### config.mk
export PLATFORM = sky130hd
export DESIGN_NAME = rtc_shadow_clock
export DESIGN_NICKNAME = d
export VERILOG_FILES = /design/src/rtl/rtc_shadow_pkg.sv /design/src/rtl/rtc_ms_counter.sv /design/src/rtl/rtc_sec_counter.sv /design/src/rtl/rtc_reg_port.sv /design/src/rtl/rtc_shadow_clock.sv
export SDC_FILE = /design/constraint.sdc
export NUM_CORES = 1
export LEC_CHECK = 0
export BUFFER_PORTS_ARGS = -buffer_cell sky130_fd_sc_hd__buf_2
export CORE_ASPECT_RATIO = 1.1
export CORE_MARGIN = 5
export CORE_UTILIZATION = 52
export CTS_CLUSTER_DIAMETER = 120
export CTS_CLUSTER_SIZE = 30
export DETAILED_ROUTE_END_ITERATION = 10
export PLACE_DENSITY_LB_ADDON = 0.08
export SYNTH_ARGS = -nofsm -noshare
export SYNTH_HDL_FRONTEND = slang
export SYNTH_HIERARCHICAL = 1
export SYNTH_SLANG_ARGS = --single-unit
### constraint.sdc
create_clock -name clk -period 2.4 [get_ports clk]
set_input_delay 0.48 -clock clk [delete_from_list [all_inputs] [get_ports clk]]
set_output_delay 0.48 -clock clk [all_outputs]
set_load 0.02 [all_outputs]
### src/rtl/rtc_shadow_pkg.sv
package rtc_shadow_pkg;
  // Byte offsets of the registers; software reads MS then SHADOW.
  localparam logic [7:0] OFS_LIVE_SEC   = 8'h08;
  localparam logic [7:0] OFS_SHADOW_SEC = 8'h0C;
  localparam logic [7:0] OFS_MS         = 8'h10;

  typedef enum logic [1:0] {
    SEL_NONE,
    SEL_LIVE,
    SEL_SHADOW,
    SEL_MS
  } reg_sel_e;
endpackage

### src/rtl/rtc_ms_counter.sv
module rtc_ms_counter #(
  parameter int MS_PER_SEC = 1000,
  localparam int MS_W = (MS_PER_SEC > 1) ? $clog2(MS_PER_SEC) : 1
) (
  input  logic            clk,
  input  logic            rst,
  input  logic            tick,
  output logic [MS_W-1:0] ms_cnt,
  output logic            carry
);
  localparam logic [MS_W-1:0] MS_LAST = MS_W'(MS_PER_SEC - 1);

  assign carry = tick && (ms_cnt == MS_LAST);

  always_ff @(posedge clk) begin
    if (rst)        ms_cnt <= '0;
    else if (carry) ms_cnt <= '0;
    else if (tick)  ms_cnt <= ms_cnt + 1'b1;
  end

  // count stays inside its range
  a_r2_ms_range: assert property (@(posedge clk) disable iff (rst)
    ms_cnt <= MS_LAST);
  // a tick on the last value returns to zero
  a_r2_ms_wrap: assert property (@(posedge clk) disable iff (rst)
    (tick && ms_cnt == MS_LAST) |=> (ms_cnt == '0));
  // no tick, no change
  a_r2_ms_idle: assert property (@(posedge clk) disable iff (rst)
    !tick |=> $stable(ms_cnt));
endmodule

### src/rtl/rtc_sec_counter.sv
module rtc_sec_counter #(
  parameter int SEC_W = 32
) (
  input  logic             clk,
  input  logic             rst,
  input  logic             inc,
  input  logic             load,
  input  logic [SEC_W-1:0] load_val,
  output logic [SEC_W-1:0] sec_cnt
);
  always_ff @(posedge clk) begin
    if (rst)       sec_cnt <= '0;
    else if (load) sec_cnt <= load_val;
    else if (inc)  sec_cnt <= sec_cnt + 1'b1;
  end

  // one step per rollover, modulo 2^SEC_W
  a_r3_sec_step: assert property (@(posedge clk) disable iff (rst)
    (inc && !load) |=> (sec_cnt == $past(sec_cnt) + SEC_W'(1)));
  // no rollover and no write, no change
  a_r3_sec_idle: assert property (@(posedge clk) disable iff (rst)
    (!inc && !load) |=> $stable(sec_cnt));
  // a write wins over a rollover
  a_r6_sec_load: assert property (@(posedge clk) disable iff (rst)
    load |=> (sec_cnt == $past(load_val)));
endmodule

### src/rtl/rtc_reg_port.sv
module rtc_reg_port
  import rtc_shadow_pkg::*;
#(
  parameter int ADDR_W = 8,
  parameter int DATA_W = 32,
  parameter int SEC_W  = 32,
  parameter int MS_W   = 10
) (
  input  logic              clk,
  input  logic              rst,
  input  logic              req,
  input  logic              we,
  input  logic [ADDR_W-1:0] addr,
  input  logic [DATA_W-1:0] wdata,
  input  logic [MS_W-1:0]   ms_cnt,
  input  logic [SEC_W-1:0]  sec_cnt,
  output logic              sec_load,
  output logic [SEC_W-1:0]  sec_load_val,
  output logic [DATA_W-1:0] rdata,
  output logic              rvalid
);
  reg_sel_e          sel;
  logic              rd_en;
  logic              snap_en;
  logic [SEC_W-1:0]  shadow_sec;
  logic [DATA_W-1:0] rd_mux;

  always_comb begin
    if      (addr == ADDR_W'(OFS_LIVE_SEC))   sel = SEL_LIVE;
    else if (addr == ADDR_W'(OFS_SHADOW_SEC)) sel = SEL_SHADOW;
    else if (addr == ADDR_W'(OFS_MS))         sel = SEL_MS;
    else                                      sel = SEL_NONE;
  end

  assign rd_en        = req && !we;
  assign snap_en      = rd_en && (sel == SEL_MS);
  assign sec_load     = req && we && (sel == SEL_LIVE);
  assign sec_load_val = SEC_W'(wdata);

  always_comb begin
    unique case (sel)
      SEL_LIVE:   rd_mux = DATA_W'(sec_cnt);
      SEL_SHADOW: rd_mux = DATA_W'(shadow_sec);
      SEL_MS:     rd_mux = DATA_W'(ms_cnt);
      default:    rd_mux = '0;
    endcase
  end

  always_ff @(posedge clk) begin
    if (rst) begin
      shadow_sec <= '0;
      rdata      <= '0;
      rvalid     <= 1'b0;
    end else begin
      rvalid <= rd_en;
      if (rd_en)   rdata      <= rd_mux;
      if (snap_en) shadow_sec <= sec_cnt;
    end
  end

  // snapshot taken on the millisecond read edge
  a_r4_snap_capture: assert property (@(posedge clk) disable iff (rst)
    snap_en |=> (shadow_sec == $past(sec_cnt)));
  // snapshot holds between millisecond reads
  a_r5_snap_hold: assert property (@(posedge clk) disable iff (rst)
    !snap_en |=> $stable(shadow_sec));
  // read answered on the next clock
  a_r8_rvalid_read: assert property (@(posedge clk) disable iff (rst)
    rd_en |=> rvalid);
  // a write never raises rvalid
  a_r8_rvalid_write: assert property (@(posedge clk) disable iff (rst)
    (req && we) |=> !rvalid);
endmodule

### src/rtl/rtc_shadow_clock.sv
module rtc_shadow_clock #(
  parameter int MS_PER_SEC = 1000,
  parameter int SEC_W      = 32,
  parameter int ADDR_W     = 8,
  parameter int DATA_W     = 32,
  localparam int MS_W = (MS_PER_SEC > 1) ? $clog2(MS_PER_SEC) : 1
) (
  input  logic              clk,
  input  logic              rst,
  input  logic              tick_ms,
  input  logic              bus_req,
  input  logic              bus_we,
  input  logic [ADDR_W-1:0] bus_addr,
  input  logic [DATA_W-1:0] bus_wdata,
  output logic [DATA_W-1:0] bus_rdata,
  output logic              bus_rvalid
);
  logic [MS_W-1:0]  ms_cnt;
  logic             ms_carry;
  logic [SEC_W-1:0] sec_cnt;
  logic             sec_load;
  logic [SEC_W-1:0] sec_load_val;

  rtc_ms_counter #(.MS_PER_SEC(MS_PER_SEC)) u_ms (
    .clk    (clk),
    .rst    (rst),
    .tick   (tick_ms),
    .ms_cnt (ms_cnt),
    .carry  (ms_carry)
  );

  rtc_sec_counter #(.SEC_W(SEC_W)) u_sec (
    .clk      (clk),
    .rst      (rst),
    .inc      (ms_carry),
    .load     (sec_load),
    .load_val (sec_load_val),
    .sec_cnt  (sec_cnt)
  );

  rtc_reg_port #(
    .ADDR_W (ADDR_W),
    .DATA_W (DATA_W),
    .SEC_W  (SEC_W),
    .MS_W   (MS_W)
  ) u_port (
    .clk          (clk),
    .rst          (rst),
    .req          (bus_req),
    .we           (bus_we),
    .addr         (bus_addr),
    .wdata        (bus_wdata),
    .ms_cnt       (ms_cnt),
    .sec_cnt      (sec_cnt),
    .sec_load     (sec_load),
    .sec_load_val (sec_load_val),
    .rdata        (bus_rdata),
    .rvalid       (bus_rvalid)
  );

  // reset leaves the read port idle
  a_r1_reset_idle: assert property (@(posedge clk)
    rst |=> (!bus_rvalid && bus_rdata == '0));
endmodule

### Yosys cells after proc, flatten, opt, wreduce, memory -nomap -nowiden

Index checks and enable logic that the tools add are counted.

* register bits after elaboration: 107
* latch bits: 0
* RAM bits: 0
* memory bits (read-only): 0
* input port bits: 45
* memories kept: 0

* $add $sub $neg: 2
* $mul: 0
* divide/modulo/power cells: 0
* order comparisons: 0
* eq/ne operators: 7
* shift operators: 0
* muxes and demuxes: 6
* bitwise gates (word level): 0
* reductions and logical operators: 8

Operator list (number)
* 32-bit case mux with 3 select lines: 1
* 32-bit 2-to-1 mux: 2
* 32-bit by 1-bit adder with 32-bit output (second input constant): 1
* 8-bit by 4-bit == test with 1-bit output (second input constant): 2
* 10-bit by 1-bit adder with 10-bit output (second input constant): 1
* 10-bit == test (second input constant): 1
* 8-bit by 5-bit == test with 1-bit output (second input constant): 1
* 2-bit 2-to-1 mux: 3
* 1-bit logical AND: 5
* 2-bit == test (second input constant): 2
* 2-bit by 1-bit == test with 1-bit output (second input constant): 1
* 2-bit nonzero test: 1
* 2-bit OR reduction: 1
* 1-bit zero test: 1

### Longest topological paths before layout

Gate-level depths: netlist (run 1).

* word-level depth: 7
* gate-level depth with buffers: 10
* mapped depth without buffers: 7

### Hierarchy

The synthesis (run 1) kept the hierarchy.

Modules (own cells, without submodules)
* rtc_reg_port: instances 1, cells each 329, area each 3323.2 um^2
* rtc_sec_counter: instances 1, cells each 241, area each 1924.3 um^2
* rtc_ms_counter: instances 1, cells each 53, area each 464.2 um^2

### Worst setup path after synthesis (run 1)

No wires, ideal clock.

* path kind: register -> register
* start point: register u_ms.ms_cnt[0]
* end point: register u_sec.sec_cnt[17]
* arrival time: 2.451 ns
* slack: -0.141 ns
* cell stages (with the launch flop): 9
* buffers on the path: 1
* period minus slack after synthesis: 2.541 ns
* cells stage by stage: dfxtp_1 > ha_1 > nand4_1 > nor2_1 > nand3_2 > or4_1 > clkbuf_1 > or4_1 > a311oi_1

* word-level cells in the longest chain between the ends: 3

RTL lines
* start: declaration: RTL line rtc_ms_counter.sv:8 `output logic [MS_W-1:0] ms_cnt,`
* start signal: assignment: RTL line rtc_ms_counter.sv:18 `else if (tick) ms_cnt <= ms_cnt + 1'b1;`
* 10-bit == test: RTL line rtc_ms_counter.sv:13 `assign carry = tick && (ms_cnt == MS_LAST);`
* 1-bit logical AND: RTL line rtc_ms_counter.sv:13
* named net ms_carry: RTL line rtc_shadow_clock.sv:19 `logic ms_carry;`
* 2-bit nonzero test (no line)
* end signal: assignment: RTL line rtc_sec_counter.sv:13 `else if (load) sec_cnt <= load_val;`
* end signal: assignment: RTL line rtc_sec_counter.sv:14 `else if (inc) sec_cnt <= sec_cnt + 1'b1;`
* end: declaration: RTL line rtc_sec_counter.sv:9 `output logic [SEC_W-1:0] sec_cnt`

The timed path passes the listed nets, and every way through them passes these cells.
A chain may end at the register's enable or synchronous reset.

### Final worst setup path (run 1)

* start point: register u_ms.ms_cnt[3]
* end point: register u_sec.sec_cnt[18]

The elaborated chain is that of the path after synthesis.

==> flow_summary_export.csv, run 1 <==
group,metric,value,unit
outcome,run_status,"complete, no violations",
detailed_routing,drtIter0Drc,268,
cts,clock_path_buffers,2,
cts,cts-htree-levels,3,
floorplan,coreArea,10900,µm²
cells_and_area,syn_to_final_growth,12.7,%
cells_and_area,final_area,6430,µm²
synthesis,synth_top_area_share,37.5,%
timing,slew_viol_final,0,
cts,cts-buffers-inserted,9,
cts,clock_sinks,107,
timing,final.min_clock_period,2.23,ns
synthesis,synth.area.top_cells,"dfxtp_1 (38%), mux2i_1 (9.8%), nand2b_1 (7.1%)",
detailed_routing,vias,4683,
place,place_area,6090,µm²
detailed_routing,remaining_drc_errors,0,
floorplan,num_io_pins,78,
min_path,hp-class,"in -> reg",
cts,cts_tree,"yes",
floorplan,num_rows,40,
power_and_ir_drop,fin_total_pwr,3.62,mW
floorplan,die_x,110,µm
cells_and_area,fillCellCount,985,
timing,max_freq,448,MHz
synthesis,synthesis.nets,670,
detailed_routing,drt-pass1-iter-count,4,
cts,clk_pin_slew,0.07,ns
synthesis,synth_cells,623,
power_and_ir_drop,p_leak,2.26,nW
timing,setup_viol,0,
timing,period_share,92.9,%
setup_path,crit_required,2.66,ns
cells_and_area,layout-drive-gt1-share,21.4,%
setup_path,end_kind,"register",
cts,worst_skew_pair.late_latency,0.35,ns
global_route,antenna_found_initial,0,
timing,hold_slack,0.392,ns
job,max-cap-violations,0,
synthesis,synth_area,5710,µm²
cells_and_area,diodes,0,
synthesis,synthTopCellsByCount,"dfxtp_1 (107), nand2b_1 (65), mux2i_1 (56)",
power_and_ir_drop,peakVddDrop,0.316,mV
timing,rsz0062_at_grt,"false",
global_route,grt_overflow,0,
cells_and_area,finalNonFillerCells,819,
setup_path,cp-start-kind,"register",
synthesis,synth_seq_area_share,37.5,%
detailed_routing,drt_wl_total,13.8,mm
place,port_buffers,77,
synthesis,synth_edf_count,0,
place,place.gp.congestion,0.855,
floorplan,die_area,13200,µm²
setup_path,worstPathArrival,2.49,ns
cts,clockRootBuffer,"clkbuf_16",
global_route,grt_pass1_wl,22.0,mm
floorplan,die_h,120,µm
global_route,grt_max_degree,48,
global_route,grt_usage,20.8,%
synthesis,syn-mean-instance-area,9.17,µm²
synthesis,async_reset_ff_share,0,%
synthesis,yosysWarningCount,6,
detailed_routing,ant_nets,0,
global_route,first_global_vias,4497,
detailed_routing,wl_per_cell,16.8,µm
detailed_routing,routed_via_density,5.72,
cells_and_area,seqCellArea,2140,µm²
synthesis,yosys_register_bits,107,
place,dpl.hpwl,9.67,mm
setup_path,crit_fanout,8,
cells_and_area,nNetsFinal,714,
cells_and_area,multi_input_area,3040,µm²
timing,relSlewSlack,57.8,%
power_and_ir_drop,power-per-cell-area,563,nW/µm²
place,dp_cells,803,
timing,clock_skew,0.00577,ns
floorplan,start_util,52.6,%
synthesis,synth_top_area_cell,"dfxtp_1",
synthesis,synthDistinctLibCells,63,
synthesis,synth_most_common_cell,"dfxtp_1",
setup_path,path_class,"reg -> reg",
cts,postCtsSetupBuffers,0,
timing,final_hold_viol_count,0,
synthesis,ys.flop_type,"dfxtp_1",
timing,tightest_slew,0.625,ns
[placed cells by master (no fill, tap or decap), types with 6 or more instances in the layout]
| cell type | instances |
|---|---|
| nand3_1 | 18 |
| inv_1 | 23 |
| o21ai_0 | 7 |
| o2bb2ai_1 | 22 |
| clkbuf_16 | 9 |
| a311oi_1 | 10 |
| nor2b_1 | 12 |
| a21oi_1 | 6 |
| nor4_1 | 8 |
| nor4bb_1 | 10 |
| o32ai_1 | 10 |
| nand4_1 | 15 |
| buf_4 | 32 |
| buf_2 | 77 |
| a221oi_1 | 12 |
| nand2_1 | 18 |
| xor2_1 | 9 |
| nor2_1 | 37 |
| mux2i_1 | 56 |
| dfxtp_1 | 107 |
| a211oi_1 | 12 |
| xnor2_1 | 8 |
| or3_1 | 6 |
| nand2b_1 | 65 |
[cell families after synthesis]
family / Yosys count / share of synthesized area, %
XOR/XNOR: 17 / 2.61
AND/OR/NAND/NOR: 236 / 25.6
multiplexers: 56 / 9.81
AO/OA/AOI/OAI: 103 / 14.4
buffers and inverters: 102 / 9.66
adder cells (fa/ha/maj): 2 / 0.438
flip-flops: 107 / 37.5
[critical path: stages, from the launching register on]
cell and delay [ns]:
dfxtp_1 0.35, nor2_1 0.14, nand4_1 0.18, nor2_4 0.21, nand2_1 0.10, or4_4 0.48, or4_1 0.41, a311oi_1 0.27
[cell type report]
class | instances | share of cell area (%)
clock buffers | 13 | 4.04
inverters | 25 | 1.46
flip-flops and latches | 107 | 33.3
clock inverters | 3 | 1.07
multi-input cells | 414 | 47.2
well taps | 147 | 2.86
repair buffers | 110 | 10.0
[report_power, final]
group	switching, mW	total (mW)	leakage (nW)	internal (mW)
sequential	0.00982	1.79	0.862	1.78
combinational	0.106	0.194	1.23	0.0880
clock	0.655	1.63	0.160	0.977
[registers in the layout, indices dropped and copies added, names as in the netlist]
| signal | cells |
|---|---|
| u_port/rvalid | 1 |
| u_port/rdata | 32 |
| u_ms/ms_cnt | 10 |
| u_sec/sec_cnt | 32 |
| u_port/shadow_sec | 32 |
[through the flow]
step	util [%]	setup slack (ns)	setup TNS (ns)
floorplan	-	0.0234	0
global placement	56.1	-0.117	-0.426
detailed placement	56.1	-0.148	-0.776
CTS	59.1	0.0505	0
global route	59.3	0.0108	0
finish	59.3	0.170	0
[final timing paths]
kind | startpoint | to | slack, ns | cells past startpoint
min | bus_wdata[27] | u_sec/sec_cnt[27] | 0.39 | 3
max reg2reg | u_ms/ms_cnt[3] | u_sec/sec_cnt[18] | 0.17 | 7
max | u_ms/ms_cnt[3] | u_sec/sec_cnt[18] | 0.17 | 7
min reg2reg | u_port/rdata[3] | u_port/rdata[3] | 0.46 | 2
[timing repair]
action	CTS	global route
hold buffers	0	0
endpoints found under the setup margin	0	8
gates resized for setup	0	4
[routing by layer]
layer  GRT usage (%)  share of wire (%)  up-vias
li1                -                  -     2326
met1            27.6                 46     2229
met2            34.3                 48      113
met3            2.85                4.3       15
met4            7.48                1.8        0
met5               0                  0        -
No activity file was read; power rests on OpenSTA's default activity.
==> run 2, diff against run 1 <==
- PLACE_DENSITY: default -> 0.76
- PLACE_DENSITY_LB_ADDON: 0.08 -> default
==> run 2 against run 1 <==
Against the previous run: critical path depth unchanged; worst setup slack worse by 0.027 ns; clock skew grew 0.0039 ns; via count increased by 2.1%; clock power is essentially flat; fmax is 1.2% lower; combinational power hardly changed; utilization rose by 0.20 points; count of clock-buffer cells in the layout fell by 4; flip-flop and latch count stayed put; sequential share of layout area shrank 0.11 points; highest routed layer unchanged.
==> flow_summary_export.csv, run 2 (synthesized netlist as in run 1, its figures left out) <==
group,metric,value,unit
timing,clock_skew,0.00966,ns
power_and_ir_drop,power-per-cell-area,558,nW/µm²
setup_path,end_kind,"register",
global_route,grt_overflow,0,
cells_and_area,fillCellCount,961,
cts,clock_path_buffers,2,
cells_and_area,largestRegisters,"u_port/rdata x32, u_port/shadow_sec x32, u_sec/sec_cnt x32",
cells_and_area,diodes,0,
timing,final_hold_viol_count,0,
cells_and_area,syn_to_final_growth,13.0,%
detailed_routing,met2_length,6.67,mm
global_route,first_global_vias,4736,
place,dpl.hpwl,9.80,mm
job,max-cap-violations,0,
detailed_routing,drtIter0Drc,312,
cells_and_area,nNetsFinal,715,
place,dp_cells,803,
power_and_ir_drop,p_leak,2.26,nW
cells_and_area,final_util,59.4,%
detailed_routing,routed_via_density,5.83,
timing,period_share,94.1,%
detailed_routing,ant_nets,0,
timing,setup-tns-final,0,ns
cts,clockRootBuffer,"clkbuf_16",
timing,rsz0062_at_grt,"false",
detailed_routing,remaining_drc_errors,0,
floorplan,start_util,52.6,%
detailed_routing,wl_per_cell,16.9,µm
setup_path,worstPathArrival,2.51,ns
outcome,run_status,"complete, no violations",
floorplan,die_h,120,µm
detailed_routing,vias,4783,
cts,worst_skew_pair.late_latency,0.35,ns
power_and_ir_drop,fin_total_pwr,3.60,mW
detailed_routing,drt-pass1-iter-count,6,
cts,cts_tree,"yes",
floorplan,die_x,110,µm
power_and_ir_drop,peakVddDrop,0.410,mV
timing,setup_viol,0,
cts,clk_pin_slew,0.07,ns
setup_path,crit_required,2.65,ns
global_route,grt_pass1_wl,22.7,mm
cells_and_area,final_common_cell,"dfxtp_1",
timing,slew_viol_final,0,
setup_path,crit_fanout,7,
cts,cts-htree-levels,3,
detailed_routing,drt_wl_total,13.9,mm
cts,cts-buffers-inserted,9,
global_route,grt_max_degree,40,
detailed_routing,top_layer_used,"met4",
setup_path,path_class,"reg -> reg",
floorplan,num_io_pins,78,
setup_path,cp-start-kind,"register",
place,place.gp.congestion,0.876,
cells_and_area,layout-drive-gt1-share,22.0,%
floorplan,die_area,13200,µm²
detailed_routing,dr_wl_met3,747,µm
min_path,hp-class,"in -> reg",
place,place_area,6100,µm²
cells_and_area,finalNonFillerCells,820,
cts,clock_sinks,107,
cts,cts_hold_buffers,0,
floorplan,num_rows,40,
timing,tightest_slew,0.511,ns
place,port_buffers,77,
global_route,antenna_found_initial,0,
global_route,grt_usage,21.4,%
cells_and_area,final_area,6460,µm²
cells_and_area,mostFrequentLayoutCells,"dfxtp_1 (107), buf_2 (77), nand2b_1 (65)",
timing,max_freq,443,MHz
timing,relSlewSlack,66.0,%
floorplan,coreArea,10900,µm²
detailed_routing,wl_met1,6.18,mm
timing,final.min_clock_period,2.26,ns
-- run 2: cell types whose count changed in the layout (fill, tap and decap cells not counted) --
cell,delta
nor4_2,+1
inv_8,+1
clkinv_4,+1
buf_12,+1
clkinv_2,+1
clkinvlp_4,+2
a2111oi_1,-1
inv_6,-1
nor4_1,-1
clkbuf_8,-2
a2111oi_0,+1
clkbuf_1,-2
-- run 2: report_power, final --
part / internal (mW) / leakage [nW] / switching [mW] / total (mW)
combinational: 0.0891 / 1.24 / 0.108 / 0.197
sequential: 1.78 / 0.862 / 0.00985 / 1.79
clock: 0.922 / 0.154 / 0.692 / 1.61
-- run 2: repair_timing --
action | in CTS | in global routing
setup buffers | 0 | 1
gates resized for setup | 0 | 4
endpoints found under the setup margin | 0 | 9
hold endpoints to repair | 0 | 0
-- run 2: worst max-delay path, stage by stage (launching register included) --
cell and delay, ns:
dfxtp_1 0.37, nor2_1 0.13, nand4_1 0.19, nor2_4 0.21, nand2_1 0.10, or4_4 0.47, or4_1 0.42, a311oi_1 0.27
-- run 2: area by class of cell --
type	count	area [µm²]	area share, %
Multi-Input combinational cell	414	3050	47.2
Sequential cell	107	2140	33.2
Timing Repair Buffer	111	666	10.3
Clock buffer	9	225	3.49
Tap cell	147	184	2.85
Clock inverter	7	100	1.55
Inverter	25	93.8	1.45
-- run 2: metrics by stage --
step | hold slack [ns] | setup slack (ns)
finish | 0.392 | 0.142
global placement | 0.441 | -0.0811
detailed placement | 0.441 | -0.146
floorplan | 0.448 | 0.0234
CTS | 0.378 | 0.0249
global route | 0.377 | 0.0197
-- run 2: path summary, 6_finish.rpt --
| kind | cells after the start | endpoint | slack, ns | start |
|---|---|---|---|---|
| worst max-delay path | 7 | u_sec/sec_cnt[18] | 0.14 | u_ms/ms_cnt[3] |
| worst max register to register | 7 | u_sec/sec_cnt[18] | 0.14 | u_ms/ms_cnt[3] |
| worst min register to register | 2 | u_port/rdata[4] | 0.46 | u_port/rdata[4] |
| worst min-delay path | 3 | u_sec/sec_cnt[22] | 0.39 | bus_wdata[22] |
-- run 2: per-layer routing --
metal,track usage [%],vias to the layer above
met5,0,-
met3,3.98,18
met1,28.7,2293
li1,-,2321
met2,34.4,151
met4,6.78,0
==> run 3, diff against run 2 <==
- CORE_ASPECT_RATIO: 1.1 -> default
- GPL_TIMING_DRIVEN: default -> 0
- SKIP_LAST_GASP: default -> 1
==> run 3 against run 2 <==
Against the previous run: fmax is 5.8% lower; clock power is 27% lower; non-clock buffer count is 23 higher; final area is 1.0% higher; first-iteration DRC count is 8.0% lower; register-to-register slack worse by 0.14 ns; worst setup slack worse by 0.14 ns; largest power group unchanged.
==> flow_summary_export.csv, run 3 (synthesized netlist as in run 1, its figures left out) <==
group,metric,value,unit
cells_and_area,diodes,0,
floorplan,die_area,13200,µm²
detailed_routing,routed_via_density,5.89,
cts,cts-htree-levels,3,
cells_and_area,layout-drive-gt1-share,21.8,%
floorplan,coreArea,10800,µm²
place,dpl_worst_slack,-0.472,ns
timing,final.min_clock_period,2.40,ns
setup_path,path_class,"reg -> reg",
setup_path,end_kind,"register",
detailed_routing,ant_nets,0,
power_and_ir_drop,p_leak,2.30,nW
timing,max_freq,417,MHz
power_and_ir_drop,power-per-cell-area,490,nW/µm²
global_route,grt_usage,22.5,%
detailed_routing,wl_per_cell,17.7,µm
timing,layout_setup_ws,0.00362,ns
power_and_ir_drop,comb_power_share,6.9,%
cells_and_area,final_area,6520,µm²
job,max-cap-violations,0,
detailed_routing,drt-pass1-iter-count,5,
timing,period_share,99.8,%
cells_and_area,syn_to_final_growth,14.2,%
cts,clock_path_buffers,2,
global_route,grt_max_degree,20,
power_and_ir_drop,peakVddDrop,0.274,mV
setup_path,worstPathArrival,2.70,ns
floorplan,die_x,115,µm
power_and_ir_drop,power_frac_seq,56.3,%
cells_and_area,final_util,60.4,%
setup_path,crit_fanout,8,
global_route,antenna_found_initial,0,
power_and_ir_drop,sw_frac_of_total,25.0,%
timing,relSlewSlack,48.1,%
floorplan,num_io_pins,78,
setup_path,crit_required,2.71,ns
cts,clock_sinks,107,
power_and_ir_drop,power_frac_clock,36.8,%
power_and_ir_drop,p_int,2.40,mW
place,place_area,6110,µm²
cells_and_area,nNetsFinal,738,
cts,cts_tree,"yes",
place,place.gp.congestion,0.905,
floorplan,start_util,52.9,%
place,dpl.hpwl,10.7,mm
cells_and_area,final_common_cell,"dfxtp_1",
timing,final_hold_viol_count,0,
timing,slew_viol_final,0,
power_and_ir_drop,fin_total_pwr,3.20,mW
cts,clockRootBuffer,"clkbuf_8",
cts,cts-buffers-inserted,9,
global_route,grt_overflow,0,
cts,clk_pin_slew,0.11,ns
cts,worst_skew_pair.late_latency,0.39,ns
detailed_routing,drt_wl_total,14.8,mm
floorplan,num_rows,38,
global_route,first_global_vias,4721,
timing,setup_viol,0,
floorplan,die_h,115,µm
min_path,hp-class,"in -> reg",
detailed_routing,drtIter0Drc,287,
timing,rsz0062_at_grt,"true",
timing,clock_skew,0.0169,ns
timing,tightest_slew,0.774,ns
outcome,run_status,"complete, no violations",
detailed_routing,remaining_drc_errors,0,
cells_and_area,largestRegisters,"u_port/rdata x32, u_port/shadow_sec x32, u_sec/sec_cnt x32",
place,port_buffers,44,
detailed_routing,vias,4925,
power_and_ir_drop,switching_power,0.797,mW
cells_and_area,fillCellCount,958,
global_route,grt_pass1_wl,23.9,mm
setup_path,cp-start-kind,"register",
cells_and_area,mostFrequentLayoutCells,"dfxtp_1 (101), nand2b_1 (65), mux2i_1 (56)",
## run 3: changes by cell type in the layout (fill, tap and decap cells not counted), sizes merged
cell	delta
clkbuf	+30
clkinv	-1
buf	-6
bufinv	-1
inv	+2
clkinvlp	-1
## run 3: routing by layer
layer	GRT usage [%]	wire [µm]	share of wire (%)
met1	31.5	6800	46
met2	35.3	6790	46
met3	3.21	939	6.3
met4	8.45	306	2.1
met5	0	0	0
## run 3: worst paths after layout
check	startpoint	endpoint	slack, ns	depth (start not counted)
max	u_ms/ms_cnt[1]	u_sec/sec_cnt[17]	0.004	8
min	bus_wdata[1]	u_sec/sec_cnt[1]	0.34	3
max reg2reg	u_ms/ms_cnt[1]	u_sec/sec_cnt[17]	0.004	8
min reg2reg	u_port/rdata[3]	u_port/rdata[3]	0.46	2
## run 3: power groups by stage
stage	Combinational (mW)	Sequential [mW]	Clock [mW]
2_1_floorplan	0.147	1.84	0
3_3_place_gp	0.200	1.84	0
3_5_place_dp	0.205	1.84	0
4_1_cts	0.207	1.80	1.20
5_1_grt	0.239	1.80	1.26
6_report	0.221	1.80	1.18
## run 3: what timing repair did
action | CTS | global route
pin swaps | 2 | 5
endpoints found under the setup margin | 29 | 29
hold buffers | 0 | 0
gates resized for setup | 9 | 26
setup buffers | 2 | 12
## run 3: critical path, cell delays in order, from the launching register on
cell and delay, ns:
dfxtp_4 0.39, ha_4 0.15, nand4_1 0.17, nor2_4 0.25, nand3_4 0.11, or4_4 0.43, buf_6 0.15, or4_1 0.40
a311oi_1 0.27
## run 3: through the flow
stage	hold slack, ns	std cells	TNS [ns]
after floorplan	0.448	623	0
after global placement	0.440	807	-11.18
after detailed placement	0.445	807	-12.72
after CTS	0.339	825	-0.0662
after global routing	0.351	836	-0.325
final	0.340	836	0
## run 3: area by class of cell
class,instances,area [µm²],area share (%)
plain buffers,76,470,7.21
clock buffers,10,128,1.96
clock inverters,6,82.6,1.27
inverters,25,95.1,1.46
multi-input cells,414,3090,47.4
flip-flops and latches,107,2150,33.0
well taps,140,175,2.69
repair buffers,58,325,4.99
